<file path="src/rtl/mmio_decoder.sv">
module mmio_decoder #(
  parameter int              ADDR_W    = 32,
  parameter int              DATA_W    = 32,
  parameter logic [ADDR_W-1:0] IO_BASE   = 32'hFFFF_FF00,
  parameter logic [ADDR_W-1:0] DEV1_ADDR = 32'hFFFF_FFF4,
  parameter logic [ADDR_W-1:0] DEV2_ADDR = 32'hFFFF_FFF8
) (
  input  logic              clk,
  input  logic              rst,
  input  logic              mem_write,
  input  logic [ADDR_W-1:0] addr,
  input  logic [DATA_W-1:0] wdata,
  input  logic [DATA_W-1:0] mem_rdata,
  output logic              we_mem,
  output logic              we_dev1,
  output logic              we_dev2,
  output logic [1:0]        rd_sel,
  output logic [DATA_W-1:0] dev1_q,
  output logic [DATA_W-1:0] dev2_q,
  output logic [DATA_W-1:0] rdata
);

  localparam logic [1:0] SEL_MEM  = 2'b00;
  localparam logic [1:0] SEL_DEV1 = 2'b01;
  localparam logic [1:0] SEL_DEV2 = 2'b10;
  localparam logic [1:0] SEL_NONE = 2'b11;

  logic in_io, hit1, hit2;

  assign in_io = (addr >= IO_BASE);
  assign hit1  = (addr == DEV1_ADDR);
  assign hit2  = (addr == DEV2_ADDR);

  assign we_mem  = mem_write & ~in_io;
  assign we_dev1 = mem_write & hit1;
  assign we_dev2 = mem_write & hit2;

  always_comb begin
    if (hit1)       rd_sel = SEL_DEV1;
    else if (hit2)  rd_sel = SEL_DEV2;
    else if (in_io) rd_sel = SEL_NONE;
    else            rd_sel = SEL_MEM;
  end

  always_ff @(posedge clk) begin
    if (rst)          dev1_q <= '0;
    else if (we_dev1) dev1_q <= wdata;
  end

  always_ff @(posedge clk) begin
    if (rst)          dev2_q <= '0;
    else if (we_dev2) dev2_q <= wdata;
  end

  always_comb begin
    case (rd_sel)
      SEL_MEM:  rdata = mem_rdata;
      SEL_DEV1: rdata = dev1_q;
      SEL_DEV2: rdata = dev2_q;
      default:  rdata = '0;
    endcase
  end

  p_we_exclusive_r3: assert property (@(posedge clk) disable iff (rst)
    $onehot0({we_mem, we_dev1, we_dev2}))
    else $error("write enables overlap");

  p_no_we_idle_r3: assert property (@(posedge clk) disable iff (rst)
    !mem_write |-> !(we_mem || we_dev1 || we_dev2))
    else $error("write enable without store");

  p_dev1_load_r5: assert property (@(posedge clk) disable iff (rst)
    we_dev1 |=> dev1_q == $past(wdata))
    else $error("device 1 missed a store");

  p_dev1_hold_r5: assert property (@(posedge clk) disable iff (rst)
    !we_dev1 |=> $stable(dev1_q))
    else $error("device 1 changed without enable");

  p_dev2_hold_r7: assert property (@(posedge clk) disable iff (rst)
    !we_dev2 |=> $stable(dev2_q))
    else $error("device 2 changed without enable");

  p_dev1_read_r6: assert property (@(posedge clk) disable iff (rst)
    rd_sel == SEL_DEV1 |-> rdata == dev1_q)
    else $error("device 1 read mismatch");

  p_hole_zero_r7: assert property (@(posedge clk) disable iff (rst)
    rd_sel == SEL_NONE |-> (rdata == '0 && !we_mem))
    else $error("hole access leaked");

  p_reset_clear_r8: assert property (@(posedge clk)
    rst |=> (dev1_q == '0 && dev2_q == '0))
    else $error("reset did not clear devices");

  p_mem_read_r9: assert property (@(posedge clk) disable iff (rst)
    rd_sel == SEL_MEM |-> rdata == mem_rdata)
    else $error("memory read mismatch");

endmodule

</file>
<file path="config.mk">
export PLATFORM = sky130hd
export DESIGN_NAME = mmio_decoder
export DESIGN_NICKNAME = d
export VERILOG_FILES = /design/src/rtl/mmio_decoder.sv
export SDC_FILE = /design/constraint.sdc
export NUM_CORES = 1
export LEC_CHECK = 0
export ABC_AREA = 1
export CAP_MARGIN = 0
export CORE_ASPECT_RATIO = 0.8
export CORE_MARGIN = 2
export CORE_UTILIZATION = 50
export DETAILED_ROUTE_END_ITERATION = 6
export DONT_BUFFER_PORTS = 1
export REMOVE_ABC_BUFFERS = 1
export SLEW_MARGIN = 30
export SYNTH_ARGS = -nofsm -noshare
export SYNTH_HDL_FRONTEND = slang
export SYNTH_SLANG_ARGS = --single-unit
</file>
<file path="constraint.sdc">
create_clock -name clk -period 3.7 [get_ports clk]
set_input_delay 1.11 -clock clk [delete_from_list [all_inputs] [get_ports clk]]
set_output_delay 1.11 -clock clk [all_outputs]
set_load 0.02 [all_outputs]
</file>
# Yosys cells after proc, flatten, opt, wreduce, memory -nomap -nowiden
# Index checks and enable logic that the tools add are counted.
[word_totals]
in_bits = 99
elab_cells = 16
ff_bits = 64
output_inout_bits = 101
[classes]
n_lt_le_gt_ge = 1
n_eq_ne = 4
muxes = 4
reduce_logical = 1
bitwise_logic = 4
[op_table]
columns = ["op", "count"]
rows = [
  ["$pmux W32 S3", 1],
  ["$eq A32 B32 Y1 const B", 2],
  ["$ge A32 B32 Y1 const B", 1],
  ["$mux W2", 3],
  ["$and A1 B1 Y1", 3],
  ["$eq A2 B1 Y1 const B", 1],
  ["$eq A2 B2 Y1 const B", 1],
  ["$logic_not A2 Y1", 1],
  ["$not A1 Y1", 1],
]

# Longest topological paths before layout
# Gate-level depths: netlist (run 1).
[logic_depth]
word_depth = 6
depth_mapped = 10
depth_no_buf = 8

# Worst setup path after synthesis (run 1)
# OpenSTA, ideal clock, no wires.
[synth_path]
kind = "input-to-output"
start = "input port addr[29]"
end = "output port we_dev1"
t_arrival_ns = 2.277
path_slack_ns = 0.313
path_stages = 7
path_cell_list = "nand2_1 > nor2_1 > nand2_1 > nor2_2 > nand2_1 > clkbuf_1 > nor3_1"
[synth_via]
elab_chain_cells = 2
[synth_rtl]
columns = ["element", "line", "text"]
rows = [
  ["from (decl)", "11", "input logic [ADDR_W-1:0] addr,"],
  ["$eq A32 B32 Y1", "31", "assign hit1 = (addr == DEV1_ADDR);"],
  ["$and A1 B1 Y1", "35", "assign we_dev1 = mem_write & hit1;"],
  ["to (decl)", "15", "output logic we_dev1,"],
]
# Every way passes these cells.

# Final worst setup path (run 1)
[layout_path]
start = "input port addr[15]"
end = "output port rdata[7]"
[layout_via]
elab_chain_cells = 6
elab_cells_between_ends = 10
cone_classes = "order compare (1); eq/ne (4); mux (4); reduce/logical (1)"
[layout_rtl]
columns = ["element", "line", "text"]
rows = [
  ["$ge A32 B32 Y1", "30", "assign in_io = (addr >= IO_BASE);"],
  ["$mux W2", "41", "else if (in_io) rd_sel = SEL_NONE;"],
  ["$mux W2", "40", "else if (hit2) rd_sel = SEL_DEV2;"],
  ["$mux W2 *", "39", "if (hit1) rd_sel = SEL_DEV1;"],
  ["$eq A2 B2 Y1, or another cell as far along", "56", "case (rd_sel)"],
  ["$pmux W32 S3 *", "56", ""],
  ["to (decl)", "20", "output logic [DATA_W-1:0] rdata"],
]
# Every way passes the cells marked *; elsewhere a longest branch is shown, timed or not.

==> key figures, run 1 <==
Outcome
  • Outcome: completed

Min path
  • Type of the tightest min-delay check: flip-flop to flip-flop

Pwr
  • Switching Power: 0.329 mW
  • Part of the power in combinational logic: 4.5%
  • Sequential Power Share: slightly below 50%
  • Pwr Total: 1.41 mW
  • Switching portion of total power: a little under a quarter
  • Relative contribution of the clock network to total power: 46.8%
  • Ratio of total power to cell area: 390 mW/mm2
  • Worst IR drop on VDD: 0.249 mV
  • Total leakage power: 1.59 nW
  • Internal power: between 1 and 1.5 mW

Cells and area
  • Fraction of layout cells with a size suffix above 1: 6.97%
  • Count of inserted antenna diode cells: 0
  • Final nets: 625
  • Post-route cell area: 0.00363 mm2
  • Layout-stage area growth over the synthesis result: 6.70%
  • Core utilization of the finished layout: 56.0%

Synthesis
  • Post-synth top area cell: sky130_fd_sc_hd__dfxtp_1
  • Number of warning messages in the yosys log: 0
  • Most area-consuming cells after synthesis: sky130_fd_sc_hd__dfxtp_1 (38%), sky130_fd_sc_hd__nand2_1 (20%), sky130_fd_sc_hd__nand3_1 (10%)
  • Synthesized flop and latch total: between 60 and 70
  • Number of enable-type register cells in the synthesized netlist: 0
  • Synth cell count leaders: sky130_fd_sc_hd__nand2_1 (180), sky130_fd_sc_hd__nor2_1 (77), sky130_fd_sc_hd__nand3_1 (68)
  • Share of synthesized flip-flops with an asynchronous set or reset: 0%
  • Post-Syn Area: 0.00340 mm2
  • Post-synthesis sequential area ratio: 37.7%
  • Mapped Cells: 543
  • Dominant cell by count in the synthesized netlist: sky130_fd_sc_hd__nand2_1
  • Main flop type after synthesis: sky130_fd_sc_hd__dfxtp_1
  • Synthesized area per cell: 6.26 um2
  • Yosys cell types: 16
  • Area share of the largest cell type after synthesis: 37.7%

Timing
  • Count of pins over their slew limit: 0
  • Post-layout min period: 3.35 ns
  • Relative slew slack: about three fifths
  • Crit share post-route: 90.6%
  • Slew @ Worst Pin: slightly above 0.6 ns
  • Worst-case setup margin in the final layout: 0.347 ns
  • Hold violation count in the final report: 0
  • TNS Setup: 0 ns
  • Unrepaired setup endpoints after global routing: no
  • Final Skew: 0 ns
  • Number of endpoints failing setup at the final stage: 0
  • Maximum operating frequency: approximately 300 MHz

Global route
  • Wire length of the first global-routing pass: 15200 um
  • Via count of the first global-routing pass: 3143
  • Total global routing overflow: 0
  • Number of antenna violations at the first check in global routing: 0
  • Global-route usage over all layers: 26.0%
  • Maximum number of pins on one net before global-route repair: 65

Detailed routing
  • Residual antenna-violating net count after detailed routing: 0
  • Count of routing violations after the opening detailed-route iteration: 135
  • First drt pass iteration count: 4
  • Via-per-instance ratio: 5.51
  • Per-cell routed wire length: 16.0 um
  • Aggregate routed wire length: 9850 um
  • Remaining design rule violation count: 0
  • Total number of vias: 3387

Worst setup path
  • Type of the worst setup path: primary input to primary output
  • Data arrival at the endpoint of the critical path: 2.24 ns
  • Startpoint type of the worst setup path: primary input
  • Most used cell, CP: sky130_fd_sc_hd__nand2_1
  • Maximum fanout count along the critical path: 16
  • Worst endpoint required time: 2.59 ns
  • Crit. End Element: primary output
  • Max incr delay on CP: between 0.2 and 0.25 ns
  • Critical Path, Cell by Cell: nand2_1 -> nor2_1 -> nand2_1 -> nor2_2 -> and2_1 -> buf_4 -> nand2_1 -> nand3_1
  • Library cell contributing the largest single delay on the critical path: sky130_fd_sc_hd__buf_4

Place
  • Routability cong.: 0.740
  • Half-perimeter wire length of the detailed placement result: between 6000 and 7000 um
  • Worst-case setup slack after placement: 0.327 ns
  • Number of I/O port buffers: 0
  • Area of placed instances: 0.00341 mm2

Clock network
  • Post-cts sizing count: 0
  • Clock buffers created by TritonCTS: 9
  • Clock tree from TritonCTS: built
  • Clock sink count: 64
  • CTS max path bufs: 2
  • CTS Hold Buffers Added: 0
  • Clock Root Buffer: sky130_fd_sc_hd__clkbuf_8
  • H-tree levels: 3
  • Register clock-pin slew on the reported worst setup and hold paths: 0.07 ns
  • Post-CTS setup buffer count: 0
  • Source-to-sink clock delay at the later pin of the worst-skew pair: 0.34 ns

Job
  • Max-capacitance violation count: 0

Floorplan
  • Io pins: 200
  • Initial standard-cell utilization of the core: 52.5%
  • Die Y: between 70 and 80 um
  • Std-Cell Rows: 26
  • Horiz. Die Dim: 96.2 um
  • Area of the die: 0.00748 mm2
  • Core Region: between 0.006 and 0.007 mm2
-- kinds of logic (layout without fill, tap and decap cells) --
| logic type | count (synthesis) | in the layout | synth area share (%) |
|---|---|---|---|
| AOI/OAI and AO/OA | 35 | 35 | 5.23 |
| buffers and inverters | 80 | 68 | 11.4 |
| DFF | 64 | 64 | 37.7 |
| and+or+nand+nor | 364 | 364 | 45.7 |
-- power groups by stage --
stage	sequential [mW]	combinational [mW]	clock, mW
2_1_floorplan	0.704	0.0556	0
3_3_place_gp	0.704	0.0629	0
3_5_place_dp	0.704	0.0632	0
4_1_cts	0.688	0.0633	0.677
5_1_grt	0.688	0.0696	0.706
6_report	0.688	0.0629	0.662
-- final timing paths --
kind	start	endpoint	slack (ns)	cells past startpoint
min reg2reg	dev1_q[30]$_SDFFE_PP0P_	dev1_q[30]$_SDFFE_PP0P_	0.57	2
min	dev1_q[30]$_SDFFE_PP0P_	dev1_q[30]$_SDFFE_PP0P_	0.57	2
max	addr[15]	rdata[7]	0.35	8
max reg2reg	dev2_q[15]$_SDFFE_PP0P_	dev2_q[15]$_SDFFE_PP0P_	2.85	4
-- layer usage --
metal / up-vias / share of wire [%] / global-route usage [%]
li1: 1705 / - / -
met1: 1504 / 42 / 30.9
met2: 166 / 47 / 43.1
met3: 12 / 10 / 10.4
met4: 0 / 1.3 / 7.29
met5: - / 0 / 0
-- through the flow --
step                      std cells  hold WS, ns
final                           615        0.573
after CTS                       615        0.573
after detailed placement        599        0.562
after floorplan                 501        0.547
after global placement          599        0.560
after global routing            615        0.591
-- layout make-up --
class	instances	area [um2]
clock inverter	7	96.3
clock buffer	9	124
inverter	38	143
timing repair buffer	14	130
tap	84	105
multi-input combinational	399	1750
fill	664	2850
sequential	64	1280
-- registers in the layout (all words and copies together), names as in the netlist --
register	flops
dev2_q	32
dev1_q	32
-- worst max-delay path, delay by kind of cell --
kind | cells | cell delay, ns
buffers and inverters | 1 | 0.23
and+or+nand+nor | 7 | 0.88
-- placed cells by master (no fill, tap or decap), drive strengths merged, types with 5 or more instances in the layout --
master,netlist,layout
nor2,82,82
inv,38,38
nand3,68,68
nand2,180,180
buf,26,14
dfxtp,64,64
a21oi,33,33
clkinv,0,5
nand4,32,32
clkbuf,16,9
Note: power is estimated with default switching activity, not from simulation.
==> inputs of run 2 (changes only) <==
--- a/constraint.sdc
+++ b/constraint.sdc
@@ -3,2 +3,2 @@
 set_output_delay 1.11 -clock clk [all_outputs]
-set_load 0.02 [all_outputs]
+set_load 0.05 [all_outputs]
==> run 2 against run 1 <==
Compared with the run above: via count grew 5.4%; critical path type unchanged; count of clock-buffer cells in the layout grew 3; die area unchanged; sequential power hardly changed; non-clock buffer count rose by 37; highest routed layer unchanged.
==> key figures, run 2 (synthesized netlist as in run 1, its figures left out) <==
Clock network
  • H-tree levels: 3
  • Clock tree from TritonCTS: built
  • Source-to-sink clock delay at the later pin of the worst-skew pair: around 0.32 ns
  • Post-CTS setup buffer count: 0
  • Clock sink count: between 60 and 70
  • Clock buffers created by TritonCTS: 9
  • CTS max path bufs: 2
  • Post-cts sizing count: 0
  • Register clock-pin slew on the reported worst setup and hold paths: 0.06 ns
  • CTS Hold Buffers Added: 0
  • Clock Root Buffer: sky130_fd_sc_hd__clkbuf_8

Floorplan
  • Std-Cell Rows: 26
  • Area of the die: 0.00748 mm2
  • Io pins: 200
  • Core Region: 0.00647 mm2
  • Die Y: 77.8 um
  • Horiz. Die Dim: 96.2 um
  • Initial standard-cell utilization of the core: 52.5%

Worst setup path
  • Reg-to-reg endpoint: dev2_q[30]$_SDFFE_PP0P_
  • R2r worst-path depth: 4
  • Crit. End Element: primary output
  • Type of the worst setup path: primary input to primary output
  • Maximum fanout count along the critical path: 14
  • Data arrival at the endpoint of the critical path: 2.33 ns
  • Worst endpoint required time: about 2.6 ns
  • Crit path from: addr[5]
  • Launching point of the worst reg2reg path: dev2_q[30]$_SDFFE_PP0P_
  • Startpoint type of the worst setup path: primary input
  • Slack of the worst reg-to-reg path: 2.60 ns

Detailed routing
  • Via-per-instance ratio: 5.48
  • First drt pass iteration count: 4
  • Count of routing violations after the opening detailed-route iteration: 194
  • Remaining design rule violation count: 0
  • Total number of vias: 3569
  • Residual antenna-violating net count after detailed routing: 0
  • Aggregate routed wire length: ~10000 um
  • Per-cell routed wire length: 15.6 um

Timing
  • Post-layout min period: about 3.4 ns
  • Crit share post-route: just over 90%
  • Number of endpoints failing setup at the final stage: 0
  • Relative slew slack: 50.2%
  • Slew @ Worst Pin: roughly 0.75 ns
  • Maximum operating frequency: 291 MHz
  • TNS Setup: 0 ns
  • Worst-case setup margin in the final layout: 0.265 ns
  • Unrepaired setup endpoints after global routing: no
  • Final Skew: 0 ns
  • Hold violation count in the final report: 0
  • Count of pins over their slew limit: 0

Outcome
  • Outcome: completed

Global route
  • Maximum number of pins on one net before global-route repair: 65
  • Via count of the first global-routing pass: 3279
  • Global-route usage over all layers: 26.7%
  • Total global routing overflow: 0
  • Wire length of the first global-routing pass: around 16000 um
  • Number of antenna violations at the first check in global routing: 0

Pwr
  • Worst IR drop on VDD: 0.190 mV
  • Total leakage power: 1.90 nW
  • Ratio of total power to cell area: 329 mW/mm2

Cells and area
  • Final nets: 662
  • Layout-stage area growth over the synthesis result: 25.6%
  • Top flop regs: dev1_q: 32 flops, dev2_q: 32 flops
  • Most used cells in the layout excluding fill and tap cells: sky130_fd_sc_hd__nand2_1 (180), sky130_fd_sc_hd__nor2_1 (76), sky130_fd_sc_hd__nand3_1 (67)
  • Count of inserted antenna diode cells: 0
  • Fraction of layout cells with a size suffix above 1: between 10% and 20%
  • Most frequent standard cell in the layout excluding fill and tap cells: sky130_fd_sc_hd__nand2_1

Place
  • Worst-case setup slack after placement: 0.252 ns
  • Half-perimeter wire length of the detailed placement result: 7250 um
  • Number of I/O port buffers: 0
  • Routability cong.: 0.802

Min path
  • HP Start: dev1_q[1]$_SDFFE_PP0P_
  • WHS Path Cells: 2
  • Endpoint with the worst hold slack: dev1_q[1]$_SDFFE_PP0P_
  • Type of the tightest min-delay check: flip-flop to flip-flop

Job
  • Max-capacitance violation count: 0
-- run 2: metal layers --
layer  routed length (um)  track usage (%)
met1                 3930             31.8
met2                 4870             44.9
met5                    0                0
met3                 1270             11.0
met4                   86             5.86
-- run 2: through the flow --
step,utilization (%),instances,instance area (um2),hold WS [ns],power [mW]
3_5_place_dp,63.3,636,4100,0.711,0.894
3_3_place_gp,63.3,636,4100,0.703,0.892
5_1_grt,66.0,651,4270,0.745,1.45
6_report,66.0,651,4270,0.719,1.40
4_1_cts,66.0,651,4270,0.722,1.41
2_1_floorplan,-,501,3150,0.698,0.803
-- run 2: how the worst max path moves through the flow --
stage,cells past startpoint,slack (ns),end
2_1_floorplan,7,-2.04,rdata[0]
3_5_place_dp,8,0.25,rdata[22]
5_1_grt,9,0.14,rdata[22]
4_1_cts,8,0.25,rdata[22]
3_3_place_gp,8,0.29,rdata[12]
6_report,8,0.26,rdata[22]
-- run 2: critical path, stage by stage --
cell	delay (ns)
sky130_fd_sc_hd__nand2_1	0.07
sky130_fd_sc_hd__nor2_4	0.14
sky130_fd_sc_hd__nand3_1	0.14
sky130_fd_sc_hd__nor2_4	0.23
sky130_fd_sc_hd__buf_4	0.24
sky130_fd_sc_hd__nand3_1	0.08
sky130_fd_sc_hd__nand3_1	0.17
sky130_fd_sc_hd__buf_12	0.15
-- run 2: final cells by class --
cell class	instances	area, um2
clock buffers	12	155
clock inverters	3	17.5
fillers	592	2200
inverters	38	143
multi-input cells	399	1750
flip-flops and latches	64	1280
well taps	84	105
repair buffers	51	821
-- run 2: power breakdown --
part,internal [mW],switching (mW)
clock,0.274,0.252
sequential,0.689,0.000000000980
combinational,0.0833,0.106
total,1.05,0.358
==> inputs of run 3 (changes only) <==
Settings changed: SLEW_MARGIN 30 to 40.
==> results of run 3 <==
Same layout as run 2: the final DEF is identical, and so are final timing and power.
